<file path="config.mk">
export PLATFORM = sky130hd
export DESIGN_NAME = vram_blk_copier
export DESIGN_NICKNAME = d
export VERILOG_FILES = /design/src/rtl/vxe_pkg.sv /design/src/rtl/vxe_regs.sv /design/src/rtl/vxe_mover.sv /design/src/rtl/vram_blk_copier.sv
export SDC_FILE = /design/constraint.sdc
export NUM_CORES = 1
export LEC_CHECK = 0
export ABC_CLOCK_PERIOD_IN_PS = 3600
export CORE_MARGIN = 2
export CORE_UTILIZATION = 54
export CTS_CLUSTER_SIZE = 14
export DETAILED_ROUTE_END_ITERATION = 7
export PLACE_DENSITY = 0.78
export RECOVER_POWER = 25
export SYNTH_ARGS = -nofsm -noshare
export SYNTH_HDL_FRONTEND = slang
export SYNTH_SLANG_ARGS = --single-unit
export TNS_END_PERCENT = 20
</file>
<file path="constraint.sdc">
create_clock -name clk -period 3.6 [get_ports clk]
set_clock_uncertainty 0.05 [all_clocks]
set_input_delay 0.36 -clock clk [delete_from_list [all_inputs] [get_ports clk]]
set_output_delay 0.36 -clock clk [all_outputs]
set_load 0.01 [all_outputs]
</file>
<file path="src/rtl/vxe_pkg.sv">
package vxe_pkg;

    localparam int ADDR_W    = 16;
    localparam int DATA_W    = 8;
    localparam int UNIT_LOG2 = 4;
    localparam int CNT_W     = 7;
    localparam int VOFF_W    = 13;

    localparam logic [ADDR_W-1:0] VRAM_BASE = 16'h8000;
    localparam logic [ADDR_W-1:0] VRAM_END  = 16'hA000;

    typedef enum logic [2:0] {
        SEL_SRC_HI = 3'd0,
        SEL_SRC_LO = 3'd1,
        SEL_DST_HI = 3'd2,
        SEL_DST_LO = 3'd3,
        SEL_CMD    = 3'd4
    } reg_sel_e;

    typedef enum logic [1:0] {
        PH_IDLE  = 2'd0,
        PH_READ  = 2'd1,
        PH_WRITE = 2'd2
    } phase_e;

    typedef struct packed {
        logic [ADDR_W-1:0] src;
        logic [ADDR_W-1:0] dst;
    } addr_pair_t;

    function automatic logic [ADDR_W-1:0] align_src(input logic [7:0] hi, input logic [7:0] lo);
        logic [ADDR_W-1:0] a;
        a = {hi, lo};
        return {a[ADDR_W-1:UNIT_LOG2], {UNIT_LOG2{1'b0}}};
    endfunction

    function automatic logic [ADDR_W-1:0] place_dst(input logic [7:0] hi, input logic [7:0] lo);
        logic [ADDR_W-1:0] a;
        a = {hi, lo};
        return VRAM_BASE | {{(ADDR_W-VOFF_W){1'b0}}, a[VOFF_W-1:UNIT_LOG2], {UNIT_LOG2{1'b0}}};
    endfunction

    function automatic logic in_vram(input logic [ADDR_W-1:0] a);
        return (a >= VRAM_BASE) && (a < VRAM_END);
    endfunction

    function automatic logic [ADDR_W-1:0] step_dst(input logic [ADDR_W-1:0] a);
        return {a[ADDR_W-1:VOFF_W], a[VOFF_W-1:0] + VOFF_W'(1)};
    endfunction

endpackage

</file>
<file path="src/rtl/vxe_regs.sv">
module vxe_regs
    import vxe_pkg::*;
#(
    parameter int CW = CNT_W
) (
    input  logic              clk,
    input  logic              rst,
    input  logic              we_i,
    input  logic [2:0]        sel_i,
    input  logic [7:0]        wdata_i,
    input  logic              hb_pulse_i,
    input  logic              busy_i,
    input  logic              done_i,
    input  addr_pair_t        fin_i,
    output logic [7:0]        cmd_q_o,
    output logic              load_o,
    output logic              go_o,
    output logic [CW:0]       units_o,
    output addr_pair_t        start_o
);

    logic [7:0] src_hi, src_lo, dst_hi, dst_lo, cmd_q;
    logic       hb_armed;
    logic       wr_ok, cmd_wr, accept, want_hb, start_now, hb_go;

    assign wr_ok     = we_i && !busy_i;
    assign cmd_wr    = wr_ok && (reg_sel_e'(sel_i) == SEL_CMD);
    assign start_o   = '{src: align_src(src_hi, src_lo), dst: place_dst(dst_hi, dst_lo)};
    assign accept    = cmd_wr && !in_vram(start_o.src);
    assign want_hb   = wdata_i[7];
    assign start_now = accept && !want_hb && !hb_armed;
    assign hb_go     = hb_pulse_i && hb_armed && !busy_i && !accept;

    assign load_o    = accept && (want_hb || !hb_armed);
    assign go_o      = start_now || hb_go;
    assign units_o   = start_now ? ({1'b0, wdata_i[CW-1:0]} + (CW+1)'(1)) : (CW+1)'(1);
    assign cmd_q_o   = cmd_q;

    always_ff @(posedge clk) begin
        if (rst) begin
            src_hi   <= '0;
            src_lo   <= '0;
            dst_hi   <= '0;
            dst_lo   <= '0;
            cmd_q    <= '0;
            hb_armed <= 1'b0;
        end else if (done_i) begin
            src_hi <= fin_i.src[15:8];
            src_lo <= fin_i.src[7:0];
            dst_hi <= fin_i.dst[15:8];
            dst_lo <= fin_i.dst[7:0];
            if (hb_armed) begin
                cmd_q <= cmd_q - 8'd1;
                if (cmd_q == 8'h00) begin
                    hb_armed <= 1'b0;
                end
            end else begin
                cmd_q[7] <= 1'b1;
            end
        end else if (wr_ok) begin
            case (reg_sel_e'(sel_i))
                SEL_SRC_HI: src_hi <= wdata_i;
                SEL_SRC_LO: src_lo <= wdata_i;
                SEL_DST_HI: dst_hi <= wdata_i;
                SEL_DST_LO: dst_lo <= wdata_i;
                SEL_CMD: begin
                    if (accept) begin
                        cmd_q    <= {1'b0, wdata_i[6:0]};
                        hb_armed <= want_hb;
                    end
                end
                default: ;
            endcase
        end
    end

endmodule

</file>
<file path="src/rtl/vxe_mover.sv">
module vxe_mover
    import vxe_pkg::*;
#(
    parameter int UL2 = UNIT_LOG2,
    parameter int CW  = CNT_W
) (
    input  logic              clk,
    input  logic              rst,
    input  logic              load_i,
    input  logic              go_i,
    input  logic [CW:0]       units_i,
    input  addr_pair_t        start_i,
    input  logic [DATA_W-1:0] rdata_i,
    output logic              busy_o,
    output logic              rd_o,
    output logic              wr_o,
    output logic [ADDR_W-1:0] addr_o,
    output logic [DATA_W-1:0] wdata_o,
    output logic              done_o,
    output addr_pair_t        fin_o
);

    localparam int LEFT_W = CW + 1 + UL2;

    phase_e            phase;
    addr_pair_t        cur;
    logic [LEFT_W-1:0] left;

    assign fin_o   = '{src: cur.src + ADDR_W'(1), dst: step_dst(cur.dst)};
    assign busy_o  = (phase != PH_IDLE);
    assign rd_o    = (phase == PH_READ);
    assign wr_o    = (phase == PH_WRITE);
    assign done_o  = wr_o && (left == LEFT_W'(1));
    assign addr_o  = rd_o ? cur.src : (wr_o ? cur.dst : '0);
    assign wdata_o = wr_o ? rdata_i : '0;

    always_ff @(posedge clk) begin
        if (rst) begin
            phase <= PH_IDLE;
            cur   <= '0;
            left  <= '0;
        end else begin
            if (load_i) begin
                cur <= start_i;
            end
            unique case (phase)
                PH_IDLE: begin
                    if (go_i) begin
                        phase <= PH_READ;
                        left  <= LEFT_W'(units_i) << UL2;
                    end
                end
                PH_READ: phase <= PH_WRITE;
                PH_WRITE: begin
                    cur   <= fin_o;
                    left  <= left - LEFT_W'(1);
                    phase <= done_o ? PH_IDLE : PH_READ;
                end
                default: phase <= PH_IDLE;
            endcase
        end
    end

endmodule

</file>
<file path="src/rtl/vram_blk_copier.sv">
module vram_blk_copier
    import vxe_pkg::*;
(
    input  logic              clk,
    input  logic              rst,
    input  logic              reg_we,
    input  logic [2:0]        reg_sel,
    input  logic [7:0]        reg_wdata,
    output logic [7:0]        ctrl_rdata,
    input  logic              hblank_pulse,
    output logic              mem_rd_en,
    output logic              mem_wr_en,
    output logic [15:0]       mem_addr,
    output logic [7:0]        mem_wdata,
    input  logic [7:0]        mem_rdata,
    output logic              cpu_stall
);

    logic            busy, done, load, go;
    logic [CNT_W:0]  units;
    addr_pair_t      fin, start;

    vxe_regs #(.CW(CNT_W)) u_regs (
        .clk        (clk),
        .rst        (rst),
        .we_i       (reg_we),
        .sel_i      (reg_sel),
        .wdata_i    (reg_wdata),
        .hb_pulse_i (hblank_pulse),
        .busy_i     (busy),
        .done_i     (done),
        .fin_i      (fin),
        .cmd_q_o    (ctrl_rdata),
        .load_o     (load),
        .go_o       (go),
        .units_o    (units),
        .start_o    (start)
    );

    vxe_mover #(.UL2(UNIT_LOG2), .CW(CNT_W)) u_mover (
        .clk     (clk),
        .rst     (rst),
        .load_i  (load),
        .go_i    (go),
        .units_i (units),
        .start_i (start),
        .rdata_i (mem_rdata),
        .busy_o  (busy),
        .rd_o    (mem_rd_en),
        .wr_o    (mem_wr_en),
        .addr_o  (mem_addr),
        .wdata_o (mem_wdata),
        .done_o  (done),
        .fin_o   (fin)
    );

    assign cpu_stall = busy;

endmodule

</file>
Yosys cells after proc, flatten, opt, wreduce, memory -nomap -nowiden

Index checks and enable logic that the tools add are counted.

Add/subtract/negate cells: 5
$lt $le $gt $ge: 2
Equality and inequality tests: 9
Muxes and demuxes: 35
Bitwise operators: 1
Reduce and logical (&&, ||, !) cells: 39

Operator list:

| cell                                                 | number |
|---|---|
| 2-to-1 mux 8 bit                                     | 15 |
| 2-to-1 mux 32 bit                                    | 2 |
| 2-to-1 mux 16 bit                                    | 2 |
| case mux 12 bit (2 select lines)                     | 1 |
| nonzero test 2 bit                                   | 10 |
| adder 16 x 1 -> 16 bit, second input constant        | 1 |
| >= comparator 16 bit, second input constant          | 1 |
| less-than comparator 16 bit, second input constant   | 1 |
| 2-to-1 mux 5 bit                                     | 3 |
| adder 13 x 1 -> 13 bit, second input constant        | 1 |
| equality test 12 x 1 -> 1 bit, second input constant | 1 |
| 2-to-1 mux 12 bit                                    | 1 |
| AND reduction 2 bit                                  | 6 |
| subtractor 12 x 1 -> 12 bit, second input constant   | 1 |
| logical AND 1 bit                                    | 11 |
| adder 7 x 1 -> 8 bit, second input constant          | 1 |
| logical NOT 8 bit                                    | 1 |
| 2-to-1 mux 1 bit                                     | 8 |
| subtractor 8 x 1 -> 8 bit, second input constant     | 1 |
| 2-to-1 mux 7 bit                                     | 1 |
| equality test 3 x 2 -> 1 bit, second input constant  | 2 |
| case mux 2 bit (3 select lines)                      | 1 |
| logical NOT 1 bit                                    | 5 |
| inequality test 2 bit, second input constant         | 2 |
| other kinds (11)                                     | 12 |

Flip-flop bits (word level): 82
Word-level logic and storage cells: 103

Longest topological paths before layout

Gate-level depths: netlist of run 1.

Word-level depth: 10
Mapped depth: 8
Depth with buffers taken out: 6

Cells and area by module

From an unflattened synthesis of run 1, not the netlist that was laid out.

Cell total of the unflattened synthesis: 635
Area total of the unflattened synthesis: 4928.5 um^2

Modules (own cells, without submodules):

| module    | times used | cells each | area each (um^2) |
|---|---|---|---|
| vxe_mover | 1          | 415        | 3141.8 |
| vxe_regs  | 1          | 220        | 1786.7 |

Worst setup path before layout of run 1

No wires, ideal clock.

Kind: reg-to-reg
Start: register u_mover.left[2]
End: register u_regs.src_lo[5]
Setup time: 122 ps
Arrival: 2014 ps
Data required time: 3428 ps
Path slack: 1414 ps
Stages on the path, launching flop included: 8
Cell sequence: dfxtp_1 -> or4_1 -> buf_2 -> or4_4 -> buf_6 -> buf_6 -> o31ai_2 -> a21oi_1

Cells in the longest elaborated chain, start to end: 4

RTL lines:

| item                            | line            | source |
|---|---|---|
| start: declaration              | vxe_mover.sv:27 | `logic [LEFT_W-1:0] left;` |
| start signal: assignment        | vxe_mover.sv:50 | `left <= LEFT_W'(units_i) << UL2;` |
| start signal: assignment        | vxe_mover.sv:56 | `left <= left - LEFT_W'(1);` |
| equality test 12 x 1 -> 1 bit * | vxe_mover.sv:33 | `assign done_o = wr_o && (left == LEFT_W'(1));` |
| logical AND 1 bit *             | vxe_mover.sv:33 |  |
| nonzero test 2 bit (no line)    | n/a             |  |
| AND reduction 2 bit (no line)   | n/a             |  |
| end signal: assignment          | vxe_regs.sv:49  | `src_lo <= fin_i.src[7:0];` |
| end signal: assignment          | vxe_regs.sv:63  | `SEL_SRC_LO: src_lo <= wdata_i;` |
| end: declaration                | vxe_regs.sv:22  | `logic [7:0] src_hi, src_lo, dst_hi, dst_lo, cmd_q;` |

Mark *: on every way between the ends. The rest lies on a longest branch, timed or not.
A chain may end at the register's enable or synchronous reset.

Worst setup path in the final report of run 1

Start: register u_mover.phase[0]
End: output port mem_addr[7]

Cells in the longest elaborated chain, start to end: 3

RTL lines:

| item                     | line                  | source |
|---|---|---|
| start: declaration       | vxe_mover.sv:25       | `phase_e phase;` |
| start signal: assignment | vxe_mover.sv:57       | `phase <= done_o ? PH_IDLE : PH_READ;` |
| equality test 2 bit      | vxe_mover.sv:32       | `assign wr_o = (phase == PH_WRITE);` |
| 2-to-1 mux 16 bit        | vxe_mover.sv:34       | `assign addr_o = rd_o ? cur.src : (wr_o ? cur.dst : '0);` |
| 2-to-1 mux 16 bit *      | vxe_mover.sv:34       |  |
| end: declaration         | vram_blk_copier.sv:13 | `output logic [15:0] mem_addr,` |

Marks and branches as above.

==> impl_metrics.py, run 1 <==
metrics = {
    "worst_setup_path": {
        "r2r_end": "u_mover.cur[4]",
        "critical_path.max_stage_delay_ns": 0.63,
        "end_kind": "primary output",
        "startpoint_type": "flip-flop",
        "crit_chain": "nor2b_1 -> clkbuf_1 -> a22o_1 -> clkdlybuf4s50_1",
        "worstPathRequired_ns": 3.19,
        "critPathSlowestCell": "dfxtp_1",
        "worstSetupPathType": "flip-flop to primary output",
        "path_buf_inv": 2,
        "critPathArrivalTime_ns": 2.63,
        "crit_fanout": 18,
        "reg2reg_slack_ns": 0.99,
        "reg2reg_depth": 5,
        "worst-path-stages": 4,
        "cp_top_family": "buffers and inverters",
        "timing.rr.start": "u_mover.phase[1]",
    },
    "sta": {
        "setup_violations": 0,
        "rsz0062_at_grt": "no",
        "fmax_mhz": 328.5,
        "worst_pin_slew_ns": 1.308,
        "fin_tns_setup_ns": 0,
        "max_slew_margin_pct": 12.83,
        "hold_viol": 0,
        "min_period_ns": 3.044,
        "timing.hold.ws_ns": 0.4266,
        "final-max-slew-violation-count": 0,
        "fin_crit_sh_pct": 84.56,
    },
    "cells_and_area": {
        "nFillCells": 780,
        "fin_util_pct": 64.41,
        "drive_above_1_share_pct": 4.992,
        "finalNetCount": 646,
        "antenna_cells": 0,
        "area_delta_synth_final_pct": 17.32,
    },
    "pwr": {
        "pwr-share-seq_pct": 44.4,
        "p_leak_nw": 1.899,
        "totalPowerFinal_w": 0.001912,
        "clock_power_share_pct": 45.8,
        "ir_worst_vdd_mv": 0.2380,
        "swShare_pct": 23.86,
        "power.switching_w": 0.0004561,
        "p_comb_share_pct": 9.8,
        "power_density_nw_per_um2": 345.3,
        "intPower_w": 0.001455,
    },
    "logic_synthesis": {
        "syn-mean-instance-area_um2": 7.997,
        "synthCells": 590,
        "ys_seq_area_share_pct": 31.40,
        "synthArstFlopShare_pct": 0,
        "synthesis.nets": 620,
        "synth_top_area_share_pct": 31.40,
        "syn_area_um2": 4718,
        "netlist_top_cells_count": "dfxtp_1 (74), clkbuf_1 (43), nand2_1 (35)",
        "netlist_top_cells_area": "dfxtp_1 (31%), a211oi_1 (5.1%), a21oi_1 (3.5%)",
        "ys.flop_type": "dfxtp_1",
        "synth_edf_count": 0,
        "synth.most_common_cell": "dfxtp_1",
        "yosysWarnings": 0,
        "yosysUniqueCellTypes": 60,
        "synth_largest_area_cell": "dfxtp_1",
        "ys_ff_latch": 74,
    },
    "clock_network": {
        "ctsResizeCount": 0,
        "clk_pin_slew_ns": 0.08,
        "htreeDepth": 3,
        "clk_path_buf_depth": 2,
        "cts_tree": "built",
        "clkLatencyLatePin_ns": 0.36,
        "clock-sinks": 74,
        "cts_made_buffers": 9,
        "cts_root_buf": "clkbuf_8",
        "postCtsHoldBufs": 0,
        "post-cts-setup-buffers": 0,
    },
    "hold_path": {
        "hold_path_class": "flip-flop to flip-flop",
        "min-delay-start": "u_regs.dst_lo[6]",
        "hold_path_end": "u_mover.cur[6]",
        "hold_depth": 2,
    },
    "global_routing": {
        "grt_max_degree": 70,
        "antenna_found_initial": 0,
        "grt.overflow.total": 0,
        "grtUsageTotal_pct": 29.77,
        "grt_pass1_vias": 4534,
        "grt_pass1_wl_um": 23070,
    },
    "routing": {
        "via_per_inst": 6.846,
        "drt_iter0_markers": 445,
        "drc": 0,
        "drt_wl_total_um": 14310,
        "drt-pass1-iter-count": 5,
        "drtAntennaViolNets": 0,
        "wl_per_cell_um": 19.62,
        "route.vias.total": 4991,
    },
    "floorplan": {
        "initial_core_util_pct": 54.91,
        "pin_count": 58,
        "core_um2": 8593,
        "fp.dieW_um": 97.48,
        "dieArea_um2": 9501,
        "core.rowCount": 34,
        "die_h_um": 97.48,
    },
    "placement": {
        "dpl.hpwl_um": 9405,
        "numPortBuffers": 57,
        "gp_congestion": 0.9492,
    },
    "run": {
        "drv_cap": 0,
    },
    "status": {
        "outcome": "completed",
    },
}
==> worst min-delay path, delay by kind of cell (launching register included) <==
| kind | cells | cell delay [ns] |
|---|---|---|
| AOI/OAI and AO/OA | 1 | 0.06 |
| DFF | 1 | 0.32 |
| and+or+nand+nor | 1 | 0.05 |
==> worst max path at each step <==
| stage | end | slack [ns] | start |
|---|---|---|---|
| after floorplan | u_regs.src_lo[5] | 1.41 | u_mover.left[2] |
| after CTS | mem_addr[7] | 0.75 | u_mover.phase[1] |
| after global routing | mem_addr[7] | 0.42 | u_mover.phase[0] |
| after detailed placement | u_mover.cur[28] | 1.0 | reg_sel[0] |
| final | mem_addr[7] | 0.56 | u_mover.phase[0] |
| after global placement | u_mover.cur[29] | 1.08 | reg_sel[0] |
==> layout by cell type (no fill, tap or decap), types with 15 or more instances in the layout <==
cell type,instances
nand3_1,31
and2_1,15
a211oi_1,32
nand2_1,35
nor2_1,21
and3_1,24
inv_1,19
clkdlybuf4s50_1,47
o21ai_0,20
dfxtp_1,74
nor3_1,22
a21oi_1,33
nand4_1,19
==> area by class of cell <==
| class | count | area (µm²) | share of cell area (%) |
|---|---|---|---|
| Clock buffer | 11 | 141.4 | 2.554 |
| Clock inverter | 5 | 125.1 | 2.260 |
| Inverter | 21 | 78.83 | 1.424 |
| Multi-Input combinational cell | 443 | 2948 | 53.26 |
| Sequential cell | 74 | 1481 | 26.76 |
| Tap cell | 108 | 135.1 | 2.441 |
| Timing Repair Buffer | 67 | 625.6 | 11.30 |
==> per-stage QoR <==
| step | cell area [µm²] | worst slack (ns) | cells |
|---|---|---|---|
| finish | 5535 | 0.5560 | 729 |
| global route | 5535 | 0.4231 | 729 |
| CTS | 5550 | 0.7539 | 729 |
| detailed placement | 5284 | 0.9999 | 713 |
| global placement | 5284 | 1.083 | 713 |
| floorplan | 4718 | 1.414 | 590 |
==> routing by layer <==
| metal | GRT usage (%) | vias to the layer above | routed length [µm] | share of wire [%] |
|---|---|---|---|---|
| li1 | - | 2315 | - | - |
| met1 | 41.09 | 2408 | 6263 | 44 |
| met2 | 48.22 | 243 | 6638 | 46 |
| met3 | 4.748 | 25 | 1163 | 8.1 |
| met4 | 8.761 | 0 | 240 | 1.7 |
| met5 | 0 | - | 0 | 0 |
==> kinds of logic (layout without fill, tap and decap cells) <==
kind of cell | count (synthesis) | in the layout | synth area share [%]
DFF | 74 | 74 | 31.40
adders and majority gates | 7 | 7 | 1.856
buffers and inverters | 73 | 104 | 6.258
xor gates and xnor gates | 25 | 25 | 4.641
and+or+nand+nor | 227 | 227 | 27.45
AOI/OAI and AO/OA | 172 | 172 | 25.86
muxes | 12 | 12 | 2.546
==> state kept, by name, indices dropped and copies added (netlist names) <==
signal and cells:
u_mover.fin_o 1, u_mover.cur 29, u_regs.src_lo 4, u_regs.dst_lo 4
u_regs.hb_armed 1, u_regs.src_hi 8, u_regs.dst_hi 5, u_mover.phase 2
u_mover.left 12, u_regs.cmd_q_o 8
==> power by group through the flow <==
stage | Clock (W) | Sequential [W] | Combinational (W)
3_3_place_gp | 0 | 0.000866 | 0.000180
3_5_place_dp | 0 | 0.000867 | 0.000185
2_1_floorplan | 0 | 0.000861 | 0.000111
4_1_cts | 0.000878 | 0.000847 | 0.000186
5_1_grt | 0.000911 | 0.000850 | 0.000201
6_report | 0.000876 | 0.000848 | 0.000188
(Power assumes the default switching activity.)
==> run 2, diff against run 1 <==
--- a/config.mk
+++ b/config.mk
@@ -5,12 +5,12 @@
 export SDC_FILE = /design/constraint.sdc
 export NUM_CORES = 1
 export LEC_CHECK = 0
-export ABC_CLOCK_PERIOD_IN_PS = 3600
+export ABC_CLOCK_PERIOD_IN_PS = 2500
 export CORE_MARGIN = 2
-export CORE_UTILIZATION = 54
+export CORE_UTILIZATION = 51
 export CTS_CLUSTER_SIZE = 14
 export DETAILED_ROUTE_END_ITERATION = 7
-export PLACE_DENSITY = 0.78
+export PLACE_DENSITY = 0.77
 export RECOVER_POWER = 25
 export SYNTH_ARGS = -nofsm -noshare
 export SYNTH_HDL_FRONTEND = slang
==> constraint.sdc (replaced) <==
create_clock -name clk -period 2.5 [get_ports clk]
set_clock_uncertainty 0.05 [all_clocks]
set_input_delay 0.25 -clock clk [delete_from_list [all_inputs] [get_ports clk]]
set_output_delay 0.25 -clock clk [all_outputs]
set_load 0.01 [all_outputs]
==> impl_metrics.py, run 2 (same netlist as run 1, synthesis figures left out) <==
metrics = {
    "routing": {
        "drtAntennaViolNets": 0,
        "drt-pass1-iter-count": 6,
        "route.vias.total": 5013,
        "drt_wl_total_um": 14460,
        "via_per_inst": 6.711,
        "drt_iter0_markers": 478,
        "wl_per_cell_um": 19.36,
        "drc": 0,
    },
    "cells_and_area": {
        "instances_no_fill": 747,
        "layout_commonest_cell": "dfxtp_1",
        "finalNetCount": 662,
        "multi_input_area_um2": 2948,
        "antenna_cells": 0,
        "largest_register": "u_mover.cur",
        "top_regs": "u_mover.cur (29), u_mover.left (12)",
        "largest_reg_flops": 29,
        "area_delta_synth_final_pct": 19.04,
        "final_cell_mix": "dfxtp_1 (74), clkdlybuf4s50_1 (48), nand2_1 (35)",
        "drive_above_1_share_pct": 7.390,
        "finalInstanceArea_um2": 5617,
        "seq_area_um2": 1481,
        "nFillCells": 812,
    },
    "floorplan": {
        "initial_core_util_pct": 51.80,
        "fp.dieW_um": 100.2,
        "core_um2": 9109,
        "die_h_um": 100.2,
        "pin_count": 58,
        "core.rowCount": 35,
        "dieArea_um2": 10040,
    },
    "sta": {
        "min_period_ns": 2.348,
        "max_slew_margin_pct": 49.68,
        "hold_viol": 0,
        "setup_violations": 0,
        "worst_pin_slew_ns": 0.7548,
        "rsz0062_at_grt": "no",
        "fmax_mhz": 426.0,
        "final-max-slew-violation-count": 0,
        "fin_crit_sh_pct": 93.91,
        "fin_tns_setup_ns": 0,
    },
    "clock_network": {
        "clk_path_buf_depth": 2,
        "post-cts-setup-buffers": 0,
        "htreeDepth": 3,
        "cts_tree": "built",
        "clkLatencyLatePin_ns": 0.35,
        "clk_pin_slew_ns": 0.07,
        "cts_root_buf": "clkbuf_8",
        "clock-sinks": 74,
        "cts_made_buffers": 9,
    },
    "worst_setup_path": {
        "r2r_end": "u_regs.cmd_q_o[2]",
        "end_kind": "primary output",
        "critPathArrivalTime_ns": 2.05,
        "startpoint_type": "flip-flop",
        "crit_chain": "buf_4 -> nand2b_1 -> clkinv_1 -> buf_6 -> a22o_1 -> clkdlybuf4s50_1",
        "reg2reg_slack_ns": 0.26,
        "crit_fanout": 28,
        "critical_path.max_stage_delay_ns": 0.55,
        "critPathSlowestCell": "clkdlybuf4s50_1",
        "worstSetupPathType": "flip-flop to primary output",
        "reg2reg_depth": 4,
        "worstPathRequired_ns": 2.20,
        "timing.rr.start": "u_mover.left[2]",
    },
    "global_routing": {
        "antenna_found_initial": 1,
        "grt_pass1_wl_um": 23270,
        "grtUsageTotal_pct": 28.88,
        "grt.overflow.total": 0,
        "grt_pass1_vias": 4600,
        "grt_max_degree": 70,
    },
    "pwr": {
        "p_leak_nw": 1.959,
        "ir_worst_vdd_mv": 0.3229,
        "clock_power_share_pct": 41.0,
        "intPower_w": 0.001931,
        "power_density_nw_per_um2": 455.1,
        "pwr-share-seq_pct": 47.6,
        "swShare_pct": 24.44,
        "power.switching_w": 0.0006247,
        "p_comb_share_pct": 11.3,
        "totalPowerFinal_w": 0.002556,
    },
    "hold_path": {
        "hold_depth": 4,
        "hold_path_class": "input pin to flip-flop",
        "min-delay-start": "rst",
        "hold_path_end": "u_regs.dst_lo[6]",
    },
    "status": {
        "outcome": "completed",
    },
    "placement": {
        "dpl.hpwl_um": 9767,
        "dp.cells": 732,
        "placed_area_um2": 5420,
        "gp_congestion": 0.9193,
        "numPortBuffers": 57,
    },
    "run": {
        "drv_cap": 0,
    },
}
## run 2: cell types whose count changed in the layout (fill, tap and decap cells not counted), sizes merged
| cell | before | now |
|---|---|---|
| clkdlybuf4s50 | 47 | 48 |
| dlygate4sd3 | 9 | 8 |
| bufinv | 4 | 2 |
| clkbuf | 15 | 17 |
| clkinv | 3 | 2 |
| buf | 7 | 23 |
## run 2: area by class of cell
class / count / share of cell area [%]
inverters: 21 / 1.403
clock buffers: 13 / 2.829
multi-input cells: 443 / 52.48
well taps: 111 / 2.473
flip-flops and latches: 74 / 26.38
clock inverters: 2 / 1.069
repair buffers: 83 / 13.37
## run 2: power by group through the flow
stage	logic [W]	registers [W]	clock network [W]
2_1_floorplan	0.000160	0.00124	0
3_3_place_gp	0.000282	0.00124	0
3_5_place_dp	0.000285	0.00124	0
4_1_cts	0.000288	0.00122	0.00106
5_1_grt	0.000313	0.00122	0.00111
6_report	0.000290	0.00122	0.00105
## run 2: metal layers
metal | up-vias | wire (µm) | GRT usage [%]
li1 | 2350 | - | -
met1 | 2327 | 6064 | 39.50
met2 | 300 | 6525 | 45.33
met3 | 34 | 1498 | 6.407
met4 | 2 | 352 | 9.484
met5 | - | 19 | 0
## run 2: repair_timing
action                                  in CTS  in global routing
gates resized for setup                      0                  1
hold buffers                                 0                  0
endpoints found under the hold margin        0                  0
endpoints found under the setup margin       0                  7
## run 2: how the worst max path moves through the flow
stage	start	endpoint	slack, ns	depth (start not counted)
CTS	u_mover.phase[0]	mem_addr[6]	0.08	6
global route	u_mover.phase[0]	mem_addr[6]	0.05	6
global placement	u_mover.left[2]	u_regs.cmd_q_o[6]	0.31	4
finish	u_mover.phase[0]	mem_addr[6]	0.15	6
detailed placement	reg_sel[0]	u_mover.left[8]	0.22	6
floorplan	u_mover.left[2]	u_regs.src_lo[5]	0.31	7
## run 2: critical path, delay by kind of cell (launching register included)
kind | cells | cell delay, ns
flip-flops | 1 | 0.31
AND/OR/NAND/NOR | 1 | 0.18
AO/OA/AOI/OAI | 1 | 0.18
buffers and inverters | 4 | 1.02
## run 2: through the flow
| stage | util, % | hold WS, ns | setup WS, ns |
|---|---|---|---|
| final | 61.66 | 0.3918 | 0.1523 |
| after global routing | 61.66 | 0.4570 | 0.04907 |
| after CTS | 61.91 | 0.3905 | 0.08054 |
| after detailed placement | 59.51 | 0.4144 | 0.2187 |
| after global placement | 59.51 | 0.4029 | 0.3076 |
| after floorplan | - | 0.3360 | 0.3140 |
==> run 3, diff against run 2 <==
--- a/config.mk
+++ b/config.mk
@@ -6,6 +6,7 @@
 export NUM_CORES = 1
 export LEC_CHECK = 0
 export ABC_CLOCK_PERIOD_IN_PS = 2500
+export CAP_MARGIN = 5
 export CORE_MARGIN = 2
 export CORE_UTILIZATION = 51
 export CTS_CLUSTER_SIZE = 14
==> constraint.sdc (replaced) <==
create_clock -name clk -period 2.5 [get_ports clk]
set_clock_uncertainty 0.05 [all_clocks]
set_input_delay 0.5 -clock clk [delete_from_list [all_inputs] [get_ports clk]]
set_output_delay 0.5 -clock clk [all_outputs]
set_load 0.01 [all_outputs]
==> impl_metrics.py, run 3 (same netlist as run 1, synthesis figures left out) <==
metrics = {
    "global_routing": {
        "grt_max_degree": 70,
        "antenna_found_initial": 0,
        "grt_pass1_vias": 4740,
        "grt_pass1_wl_um": 24250,
        "grtUsageTotal_pct": 30.19,
        "grt.overflow.total": 0,
    },
    "worst_setup_path": {
        "end_kind": "primary output",
        "startpoint_type": "flip-flop",
        "worstSetupPathType": "flip-flop to primary output",
        "worstPathRequired_ns": 1.95,
        "critPathArrivalTime_ns": 1.92,
        "crit_fanout": 10,
    },
    "routing": {
        "drc": 0,
        "route.vias.total": 5024,
        "drtAntennaViolNets": 0,
        "drt-pass1-iter-count": 5,
        "drt_iter0_markers": 350,
        "wl_per_cell_um": 19.85,
        "drt_wl_total_um": 14910,
        "via_per_inst": 6.690,
    },
    "clock_network": {
        "cts_root_buf": "clkbuf_8",
        "cts_made_buffers": 9,
        "htreeDepth": 3,
        "cts_tree": "built",
        "clk_pin_slew_ns": 0.08,
        "clk_path_buf_depth": 2,
        "post-cts-setup-buffers": 0,
        "clkLatencyLatePin_ns": 0.35,
        "clock-sinks": 74,
        "postCtsHoldBufs": 0,
    },
    "floorplan": {
        "dieArea_um2": 10040,
        "initial_core_util_pct": 51.80,
        "die_h_um": 100.2,
        "core_um2": 9109,
        "fp.dieW_um": 100.2,
        "core.rowCount": 35,
        "pin_count": 58,
    },
    "placement": {
        "numPortBuffers": 57,
        "gp_congestion": 1.002,
        "dpl.hpwl_um": 9878,
        "post-place-ws_ns": 0.1708,
        "dp.cells": 734,
    },
    "cells_and_area": {
        "top_regs": "u_mover.cur (29), u_mover.left (12)",
        "largest_register": "u_mover.cur",
        "final_cell_mix": "dfxtp_1 (73), clkdlybuf4s50_1 (40), nand2_1 (35)",
        "area_delta_synth_final_pct": 19.76,
        "layout_commonest_cell": "dfxtp_1",
        "antenna_cells": 0,
        "instances_no_fill": 751,
        "drive_above_1_share_pct": 8.125,
        "finalNetCount": 666,
        "largest_reg_flops": 29,
    },
    "sta": {
        "timing.hold.ws_ns": 0.4308,
        "fin_crit_sh_pct": 98.68,
        "min_period_ns": 2.467,
        "hold_viol": 0,
        "worst_pin_slew_ns": 0.7612,
        "max_slew_margin_pct": 49.25,
        "final-max-slew-violation-count": 0,
        "fmax_mhz": 405.4,
        "setup_violations": 0,
        "fin_ws_ns": 0.03303,
        "rsz0062_at_grt": "yes",
    },
    "pwr": {
        "ir_worst_vdd_mv": 0.2778,
        "totalPowerFinal_w": 0.002316,
        "power_density_nw_per_um2": 409.8,
        "p_leak_nw": 2.139,
    },
    "run": {
        "drv_cap": 0,
    },
    "hold_path": {
        "hold_path_class": "flip-flop to flip-flop",
    },
    "status": {
        "outcome": "completed",
    },
}
## run 3: report_power, final
| group | internal [W] | leakage [nW] | switching (W) |
|---|---|---|---|
| clock | 0.000353 | 0.0762 | 0.000447 |
| combinational | 0.000127 | 1.47 | 0.000169 |
| sequential | 0.00120 | 0.598 | 0.0000221 |
| total | 0.00168 | 2.14 | 0.000638 |
## run 3: critical path: stages (launching register included)
cell and delay (ns):
dfxtp_2 0.35, buf_4 0.19, nor2b_4 0.17, buf_6 0.17
a22o_1 0.15, clkdlybuf4s50_1 0.54
## run 3: cell type report
cell class                 instances  area, µm²
fill                             807       3458
multi-input combinational        443       2955
sequential                        74       1483
timing repair buffer              87      839.6
tap                              111      138.9
clock buffer                      12      135.1
inverter                          21      81.33
clock inverter                     3      17.52
## run 3: through the flow
stage	area (µm²)	util (%)	setup TNS [ns]
global placement	5448	59.81	0
CTS	5622	61.72	0
detailed placement	5448	59.81	0
floorplan	4718	-	0
finish	5650	62.03	0
global route	5650	62.03	-0.01115
## run 3: per-layer routing
metal,track usage [%],wire [µm]
met1,40.90,6258
met2,48.48,6889
met3,5.292,1469
met4,10.75,293
met5,0,0
## run 3: final timing paths
check               startpoint                 to  slack (ns)  cells past startpoint
min          u_mover.fin_o[15]  u_mover.fin_o[15]        0.43                      2
min reg2reg  u_mover.fin_o[15]  u_mover.fin_o[15]        0.43                      2
max reg2reg   u_regs.src_hi[7]    u_mover.cur[24]        0.19                      5
max           u_mover.phase[1]       mem_addr[11]        0.03                      5
## run 3: repair_timing
| item | 4_1_cts | 5_1_grt |
|---|---|---|
| gates resized for setup | 6 | 12 |
| hold endpoints to repair | 0 | 0 |
| cloned | 1 | 1 |
| endpoints found under the setup margin | 20 | 19 |
